[src/rtl/remap_pkg.sv]
package remap_pkg;

    localparam int DIM_W = 7;
    localparam int NAX   = 3;
    localparam int IDX_W = NAX * DIM_W;
    localparam int SZ_W  = DIM_W + 1;
    localparam int AREA_W = 2 * SZ_W;

    typedef logic [DIM_W-1:0]            dim_t;
    typedef logic [IDX_W-1:0]            idx_t;
    typedef logic [1:0]                  axis_t;
    typedef logic [NAX-1:0][DIM_W-1:0]   dimv_t;
    typedef logic [NAX-1:0][1:0]         ord_t;

    typedef enum logic [2:0] {
        ORD_XYZ = 3'd0,
        ORD_XZY = 3'd1,
        ORD_YXZ = 3'd2,
        ORD_YZX = 3'd3,
        ORD_ZXY = 3'd4,
        ORD_ZYX = 3'd5
    } perm_e;

    typedef struct packed {
        dimv_t  lim;     // per-axis count minus one, index 0=x 1=y 2=z
        perm_e  perm;
        logic   bypass;
    } shape_t;

    // Pull the meaningful fields out of the shape word; reserved bits are dropped.
    function automatic shape_t unpack_shape(logic [31:0] w);
        shape_t s;
        logic [2:0] code;
        s.lim[0] = w[6:0];
        s.lim[1] = w[14:8];
        s.lim[2] = w[22:16];
        code     = w[26:24];
        s.perm   = (code > 3'd5) ? ORD_XYZ : perm_e'(code);
        s.bypass = (w[6:0] == '0) && (w[14:8] == '0) && (w[22:16] == '0) && (code == 3'd0);
        return s;
    endfunction

    // Axis visited at each nesting position, innermost at position 0.
    function automatic ord_t perm_order(perm_e p);
        ord_t o;
        case (p)
            ORD_XZY: o = {2'd1, 2'd2, 2'd0};
            ORD_YXZ: o = {2'd2, 2'd0, 2'd1};
            ORD_YZX: o = {2'd0, 2'd2, 2'd1};
            ORD_ZXY: o = {2'd1, 2'd0, 2'd2};
            ORD_ZYX: o = {2'd0, 2'd1, 2'd2};
            default: o = {2'd2, 2'd1, 2'd0};
        endcase
        return o;
    endfunction

endpackage

[src/rtl/remap_cfg_decode.sv]
module remap_cfg_decode
    import remap_pkg::*;
(
    input  logic [31:0]       shape_i,
    output dimv_t             lim_o,
    output ord_t              ord_o,
    output logic              bypass_o,
    output logic [SZ_W-1:0]   xsize_o,
    output logic [AREA_W-1:0] xysize_o
);
    shape_t           sh;
    logic [SZ_W-1:0]  ysize;

    always_comb begin
        sh       = unpack_shape(shape_i);
        lim_o    = sh.lim;
        ord_o    = perm_order(sh.perm);
        bypass_o = sh.bypass;
        xsize_o  = {1'b0, sh.lim[0]} + SZ_W'(1);
        ysize    = {1'b0, sh.lim[1]} + SZ_W'(1);
        xysize_o = AREA_W'(xsize_o) * AREA_W'(ysize);
    end

endmodule

[src/rtl/remap_walker.sv]
module remap_walker
    import remap_pkg::*;
(
    input  logic  clk,
    input  logic  rst,
    input  logic  start_i,
    input  logic  step_i,
    input  dimv_t lim_i,
    input  ord_t  ord_i,
    output dimv_t cur_o,
    output idx_t  lin_o
);
    dimv_t            cnt_q;
    idx_t             lin_q;
    dimv_t            nxt;
    logic [NAX-1:0]   at_top;
    logic [NAX-1:0]   bump;

    // A start in the same cycle makes this step use the cleared counters.
    always_comb begin
        cur_o = start_i ? '0 : cnt_q;
        lin_o = start_i ? '0 : lin_q;
    end

    // Carry ripples from the innermost position outward in the selected order.
    always_comb begin
        logic carry;
        carry = 1'b1;
        bump  = '0;
        for (int p = 0; p < NAX; p++) begin
            bump[ord_i[p]] = carry;
            carry          = carry & at_top[ord_i[p]];
        end
    end

    for (genvar a = 0; a < NAX; a++) begin : g_axis
        assign at_top[a] = (cur_o[a] >= lim_i[a]);
        assign nxt[a]    = !bump[a] ? cur_o[a]
                         : (at_top[a] ? '0 : cur_o[a] + DIM_W'(1));
    end

    always_ff @(posedge clk) begin
        if (rst) begin
            cnt_q <= '0;
            lin_q <= '0;
        end else if (step_i) begin
            cnt_q <= nxt;
            lin_q <= lin_o + IDX_W'(1);
        end else if (start_i) begin
            cnt_q <= '0;
            lin_q <= '0;
        end
    end

    AST_INNER_STEP: assert property (@(posedge clk) disable iff (rst)
        (step_i && !start_i && (cnt_q[ord_i[0]] < lim_i[ord_i[0]]))
        |=> (cnt_q[$past(ord_i[0])] == $past(cnt_q[ord_i[0]]) + DIM_W'(1)));

    AST_OUTER_HOLD: assert property (@(posedge clk) disable iff (rst)
        (step_i && !start_i && (cnt_q[ord_i[0]] < lim_i[ord_i[0]]))
        |=> ((cnt_q[$past(ord_i[1])] == $past(cnt_q[ord_i[1]])) &&
             (cnt_q[$past(ord_i[2])] == $past(cnt_q[ord_i[2]]))));

    AST_START_CLEAR: assert property (@(posedge clk) disable iff (rst)
        (start_i && !step_i) |=> ((cnt_q == '0) && (lin_q == '0)));

    AST_LIN_COUNT: assert property (@(posedge clk) disable iff (rst)
        (step_i && !start_i) |=> (lin_q == $past(lin_q) + IDX_W'(1)));

endmodule

[src/rtl/remap_index_calc.sv]
module remap_index_calc
    import remap_pkg::*;
(
    input  logic              clk,
    input  logic              rst,
    input  logic              step_i,
    input  logic              bypass_i,
    input  dimv_t             cur_i,
    input  idx_t              lin_i,
    input  logic [SZ_W-1:0]   xsize_i,
    input  logic [AREA_W-1:0] xysize_i,
    output logic              valid_o,
    output idx_t              idx_o
);
    idx_t tx_q, ty_q, tz_q;
    logic v_q;

    // Products are registered; only the final add sits after the flops.
    always_ff @(posedge clk) begin
        if (rst) begin
            v_q  <= 1'b0;
            tx_q <= '0;
            ty_q <= '0;
            tz_q <= '0;
        end else begin
            v_q <= step_i;
            if (step_i) begin
                if (bypass_i) begin
                    tx_q <= lin_i;
                    ty_q <= '0;
                    tz_q <= '0;
                end else begin
                    tx_q <= IDX_W'(cur_i[0]);
                    ty_q <= IDX_W'(cur_i[1]) * IDX_W'(xsize_i);
                    tz_q <= IDX_W'(cur_i[2]) * IDX_W'(xysize_i);
                end
            end
        end
    end

    assign valid_o = v_q;
    assign idx_o   = tx_q + ty_q + tz_q;

    AST_VALID_AFTER_STEP: assert property (@(posedge clk) disable iff (rst)
        step_i |=> valid_o);

    AST_IDLE_NO_VALID: assert property (@(posedge clk) disable iff (rst)
        !step_i |=> !valid_o);

endmodule

[src/rtl/remap_idx_gen.sv]
module remap_idx_gen
    import remap_pkg::*;
(
    input  logic              clk,
    input  logic              rst,
    input  logic [31:0]       shape_i,
    input  logic              start_i,
    input  logic              step_i,
    output logic              idx_valid_o,
    output logic [IDX_W-1:0]  idx_o
);
    dimv_t             lim;
    ord_t              ord;
    logic              bypass;
    logic [SZ_W-1:0]   xsize;
    logic [AREA_W-1:0] xysize;
    dimv_t             cur;
    idx_t              lin;

    remap_cfg_decode u_dec (
        .shape_i  (shape_i),
        .lim_o    (lim),
        .ord_o    (ord),
        .bypass_o (bypass),
        .xsize_o  (xsize),
        .xysize_o (xysize)
    );

    remap_walker u_walk (
        .clk     (clk),
        .rst     (rst),
        .start_i (start_i),
        .step_i  (step_i),
        .lim_i   (lim),
        .ord_i   (ord),
        .cur_o   (cur),
        .lin_o   (lin)
    );

    remap_index_calc u_calc (
        .clk      (clk),
        .rst      (rst),
        .step_i   (step_i),
        .bypass_i (bypass),
        .cur_i    (cur),
        .lin_i    (lin),
        .xsize_i  (xsize),
        .xysize_i (xysize),
        .valid_o  (idx_valid_o),
        .idx_o    (idx_o)
    );

    AST_RESET_QUIET: assert property (@(posedge clk)
        rst |=> !idx_valid_o);

endmodule

[config.mk]
export PLATFORM = sky130hd
export DESIGN_NAME = remap_idx_gen
export DESIGN_NICKNAME = d
export VERILOG_FILES = /design/src/rtl/remap_pkg.sv /design/src/rtl/remap_cfg_decode.sv /design/src/rtl/remap_walker.sv /design/src/rtl/remap_index_calc.sv /design/src/rtl/remap_idx_gen.sv
export SDC_FILE = /design/constraint.sdc
export NUM_CORES = 1
export LEC_CHECK = 0
export ABC_AREA = 0
export BUFFER_PORTS_ARGS = -buffer_cell sky130_fd_sc_hd__buf_4
export CORE_MARGIN = 2
export CORE_UTILIZATION = 49
export CTS_CLUSTER_SIZE = 12
export DETAILED_ROUTE_END_ITERATION = 12
export HOLD_SLACK_MARGIN = 0.12
export PLACE_DENSITY = 0.72
export SKIP_LAST_GASP = 1
export SLEW_MARGIN = 15
export SYNTH_ARGS = -nofsm -noshare
export SYNTH_HDL_FRONTEND = slang
export SYNTH_SLANG_ARGS = --single-unit
[constraint.sdc]
create_clock -name clk -period 9.74 [get_ports clk]
set_input_delay 0.487 -clock clk [delete_from_list [all_inputs] [get_ports clk]]
set_output_delay 0.487 -clock clk [all_outputs]
set_load 0.05 [all_outputs]
* Word level (Yosys, flattened, before mapping)
Index checks and enable logic that the tools add are counted.
** Storage, ports and cells
- Output and inout bits :: 22
- Logic and storage cells :: 72
- Latch bits :: 0
- Bits in writable memories :: 0
- ROM bits :: 0
- Memories :: 0
- Input bits :: 36
- Register bits after elaboration :: 106
** Operators by class
- Add/subtract/negate cells :: 8
- Eq/ne operators :: 5
- Div/mod/pow operators :: 0
- Magnitude comparators :: 10
- Multiplexer cells :: 27
- Reduce and logical (&&, ||, !) cells :: 10
- Bitwise gates (word level) :: 1
- Multipliers :: 3
- Shift-type cells :: 0
** Operators by type and width (count)
- $mux 21 :: 6
- $add 21x21->21 :: 2
- $mux 7 :: 6
- $pmux 6 s5 :: 1
- $add 21x1->21 const B :: 1
- $add 7x1->7 const B :: 3
- $ge 7x7->1 :: 3
- $logic_not 7->1 :: 3
- $mul 7x16->21 :: 1
- $add 7x1->8 const B :: 2
- $mul 8x8->16 :: 1
- $mul 7x8->15 :: 1
- $mux 15 :: 1
- $lt 2x3->1 const B :: 3
- $bwmux 3 :: 2
- $demux 1 s2 :: 3
- $eq 3x2->1 const B :: 2
- $eq 3x3->1 const B :: 2
- $ge 2x1->1 const B :: 3
- $logic_and 1x1->1 :: 6
- $mux 1 :: 5
- $bmux 1 s2 :: 2
- $eq 3x1->1 const B :: 1
- $gt 3x3->1 const B :: 1
- other kinds (3) :: 3

* Depth between registers and ports, before layout
- Depth in word-level cells :: 12
- Gate-level depth with buffers :: 38
- Depth with buffers taken out :: 37

* Modules after synthesis
Synthesis repeated with hierarchy kept, for this count alone.
** Second synthesis, totals
- Cell total of the unflattened synthesis :: 1697
- Area, all modules :: 13979.7 um^2
** By module, submodules not included
- remap_index_calc :: times used 1, area an instance 8399.3 um^2, cells an instance 970
- remap_walker :: times used 1, area an instance 3036.7 um^2, cells an instance 402
- remap_cfg_decode :: times used 1, area an instance 2543.7 um^2, cells an instance 325

* Least setup slack after synthesis
Ideal clock, no wire load.
- Path kind :: input to register
- Start point :: in shape_i[2]
- End point :: reg u_calc.tz_q[20]
- Required time :: 9.615 ns
- Setup time :: 0.125 ns
- Setup slack :: 0.722 ns
- Arrival :: 8.894 ns
- Cell stages on the path :: 34
- Path through :: clkbuf_1 nand3_1 nor3_1 xnor2_1 nor2_1 fa_1 fa_1 fa_1 inv_1 fa_1 inv_1 ha_1 a21o_1 a31oi_1 o21ai_0 xnor2_1 nor2_1 fa_1 fa_1 fa_1 inv_1 fa_1 inv_1 ha_1 clkbuf_2 a21oi_1 a21o_1 a21boi_0 a2111o_1 o31ai_4 xnor2_1 xnor2_1 xnor2_1 o21ai_1
** Between the ends
- Cells in the longest elaborated chain, start to end :: 5
** Ends and longest elaborated chain
- from (decl) :: RTL line remap_idx_gen.sv:6 : input logic [31:0] shape_i,
- branches (longest 4 deep; another with $mul 7x16->21)
- $mux 21 (*) :: RTL line remap_index_calc.sv:28 : if (bypass_i) begin
- to (signal assigned) :: RTL line remap_index_calc.sv:35 : tz_q <= IDX_W'(cur_i[2]) * IDX_W'(xysize_i);
- to (decl) :: RTL line remap_index_calc.sv:15 : idx_t tx_q, ty_q, tz_q;
Every way passes the cells marked *.
A chain may end at the register's enable or synchronous reset.

* Worst setup path in the final report
- Start point :: in shape_i[0]
- End point :: reg u_calc.tz_q[20]
The elaborated chain is that of the path after synthesis.

==> results.tsv <==
stage	metric	value	unit
outcome	run status	complete, no violations	
power	sequential group share of total power	0.280	
cells_and_area	Final #Nets	1947	
timing	minimum clock period	9.18	ns
place	Place WS	0.0827	ns
setup_path	Critical Path AT	9.40	ns
setup_path	CP endpoint kind	flip-flop	
timing	Final Hold Viols	0	
timing	final setup TNS	0	ns
timing	FMAX	109	MHz
setup_path	slowest stage delay, CP	0.56	ns
floorplan	# IOs	58	
yosys	EDFF count, synth	0	
cts	H-Tree Depth	3	
floorplan	Initial Utilization	0.498	
yosys	Post-Syn Area per Cell	8.33	sq um
timing	RSZ-0062 raised after global routing	no	
yosys	Mapped Area	13000	sq um
timing	Worst Max-Slew Pin Slew	0.926	ns
setup_path	most used cell, CP	fa_1	
cts	clock slew at reported path FFs	0.07	ns
yosys	Synth Instances	1554	
cts	CTS root buf	clkbuf_16	
power	Int Power	877	uW
place	Final HPWL DP	25500	microns
timing	Final Worst Setup Slack	0.558	ns
cells_and_area	number of diodes	0	
setup_path	startpoint types	input pin	
floorplan	core area	26000	sq um
setup_path	Worst path slowest cell	fa_1	
timing	Slew Limit Fails	0	
timing	clk_skew	0.0117	ns
floorplan	die area	27800	sq um
power	clock power share	0.260	
cts	Worst-Skew Late Latency	0.36	ns
place	PortBufs	49	
yosys	cell taking the most area after synthesis	fa_1	
yosys	share of the synthesized area in the top cell type	0.230	
grt	GRT overflow	0	
grt	GRT Overall Usage	0.232	
cells_and_area	area growth from synthesis to layout	9.52	%
power	combinational share of power	0.460	
timing	Final period util	0.943	
floorplan	chip height	167	microns
yosys	Synthesis Warnings	0	
cells_and_area	area of the multi-input gates	9990	sq um
job	Max Cap Viol	0	
min_path	Hold WC Path Type	reg2reg	
drt	WL per Instance	16.3	microns
grt	initial antenna violation count	0	
power	LEAKAGE	0.00701	uW
power	overall power	1480	uW
power	Switch Pwr	605	uW
grt	largest net degree at the start of global routing	42	
cts	clock buffer depth	2	
drt	DRT Pass-1 Iters	7	
yosys	Area contributors post-synth	fa_1 (23%), dfxtp_1 (15%), ha_1 (15%), inv_1 (6.1%), nor2_1 (6.0%)	
power	Sw Ratio	0.408	
floorplan	die width	167	microns
setup_path	crit path max fanout	6	
yosys	Seq/Total Area, Yosys	0.155	
timing	final hold slack	0.473	ns
timing	final setup vio count	0	
yosys	main flop type after synthesis	dfxtp_1	
yosys	FFs w/ async S/R, synth	0	
timing	max_slew headroom	0.378	
cells_and_area	fillers	2374	
power	Worst VDD drop	101	uV
drt	Via density	5.45	
floorplan	Row Count	59	
drt	First DRT Iteration DRCs	753	
cells_and_area	register area	2000	sq um
drt	DRT antenna net count	0	
cts	post-CTS setup buffers	0	
yosys	Cell variety after synth	65	
cts	Num Clock Sinks	100	
drt	Via Count	10614	
drt	final wirelength	31800	microns
drt	DRC	0	
yosys	syn nets	1895	
grt	vias in the first global route	10517	
cts	Num CTS Buffers	9	
grt	global-route wire length before repair	52600	microns
setup_path	Crit path required time	9.95	ns
setup_path	Setup Crit Path Kind	in2reg	
cells_and_area	Layout Utilization	0.546	
power	Pwr Density	104	nW/um^2
cts	CTS tree	done	
place	Routability Congestion	0.957	
yosys	flop and latch count out of synthesis	100	
cells_and_area	layout cells sized above 1	0.0776	
## through the flow
stage / instances / cell area, sq um
global placement: 1930 / 13900
finish: 1946 / 14200
CTS: 1946 / 14200
detailed placement: 1930 / 13900
global route: 1946 / 14200
floorplan: 1554 / 13000
## power by group through the flow
| stage | logic (uW) | registers, uW | clock network, uW |
|---|---|---|---|
| final | 682 | 414 | 386 |
| after global routing | 753 | 415 | 408 |
| after CTS | 673 | 414 | 389 |
| after detailed placement | 669 | 424 | 0 |
| after global placement | 662 | 424 | 0 |
| after floorplan | 420 | 424 | 0 |
## kinds of logic (layout without fill, tap and decap cells)
group,after synthesis,in the layout,synth area share
buffers and inverters,261,318,0.0758
muxes,14,14,0.0108
xor gates and xnor gates,102,102,0.0690
adders and majority gates,305,305,0.381
DFF,100,100,0.155
AOI/OAI and AO/OA,226,226,0.113
and+or+nand+nor,546,546,0.196
## final timing paths
path | start | end | slack [ns] | cells past startpoint
max | shape_i[0] | u_calc.tz_q[20]$_SDFFE_PP0P_ | 0.56 | 35
min | u_calc.tx_q[17]$_SDFFE_PP0P_ | u_calc.tx_q[17]$_SDFFE_PP0P_ | 0.47 | 2
max reg2reg | u_walk.cnt_q[16]$_SDFF_PP0_ | u_calc.tz_q[16]$_SDFFE_PP0P_ | 3.60 | 20
min reg2reg | u_calc.tx_q[17]$_SDFFE_PP0P_ | u_calc.tx_q[17]$_SDFFE_PP0P_ | 0.47 | 2
## state kept, by name (all words and copies together), names as in the netlist
name and flops:
u_calc.tx_q 21, u_calc.ty_q 15, u_calc.tz_q 21, u_calc.valid_o 1, u_walk.cnt_q 21, u_walk.lin_q 21
## cell type report
type / count / share of cell area
Clock buffer: 9 / 0.0159
Clock inverter: 7 / 0.00644
Inverter: 216 / 0.0572
Multi-Input combinational cell: 1193 / 0.704
Sequential cell: 100 / 0.141
Tap cell: 335 / 0.0295
Timing Repair Buffer: 86 / 0.0455
## per-layer routing
| metal | GRT usage | share of wire | vias up |
|---|---|---|---|
| met2 | 0.386 | 0.46 | 354 |
| met3 | 0.0276 | 0.060 | 38 |
| met5 | 0 | 0 | - |
| met1 | 0.327 | 0.47 | 5053 |
| met4 | 0.0510 | 0.015 | 0 |
| li1 | - | - | 5169 |
## worst max-delay path, delay by kind of cell
| kind | cells | cell delay (ns) |
|---|---|---|
| simple gates | 5 | 0.75 |
| xor+xnor | 5 | 0.98 |
| buf+inv | 5 | 0.33 |
| fa+ha+maj | 11 | 5.08 |
| compound gates | 9 | 1.76 |
## cells in the mapped netlist (14+ instances only)
cell type	number
clkbuf_1	42
xnor2_1	74
ha_1	156
nor2_1	208
nand2_1	131
nor2b_1	24
a21oi_1	51
inv_1	209
nand3_1	32
nor3_1	26
xor2_1	28
and3_1	17
a21o_1	27
mux2i_1	14
and2_1	17
dfxtp_1	100
fa_1	149
o21ai_0	61
nand2b_1	41
## cells in the final DEF, fill, tap and decap left out, types with 25 or more instances in the layout
cell	instances
o21ai_0	61
dfxtp_1	100
inv_1	209
xor2_1	28
nor3_1	25
xnor2_1	73
ha_1	156
nand3_1	32
buf_4	86
a21oi_1	51
nand2b_1	41
nand2_1	131
a21o_1	27
nor2_1	207
fa_1	149
## repair_timing
action / 4_1_cts / 5_1_grt
resized for setup: 0 / 2
hold buffers: 0 / 0
setup endpoints to repair: 0 / 2
Power figures use the tool's default switching activity.
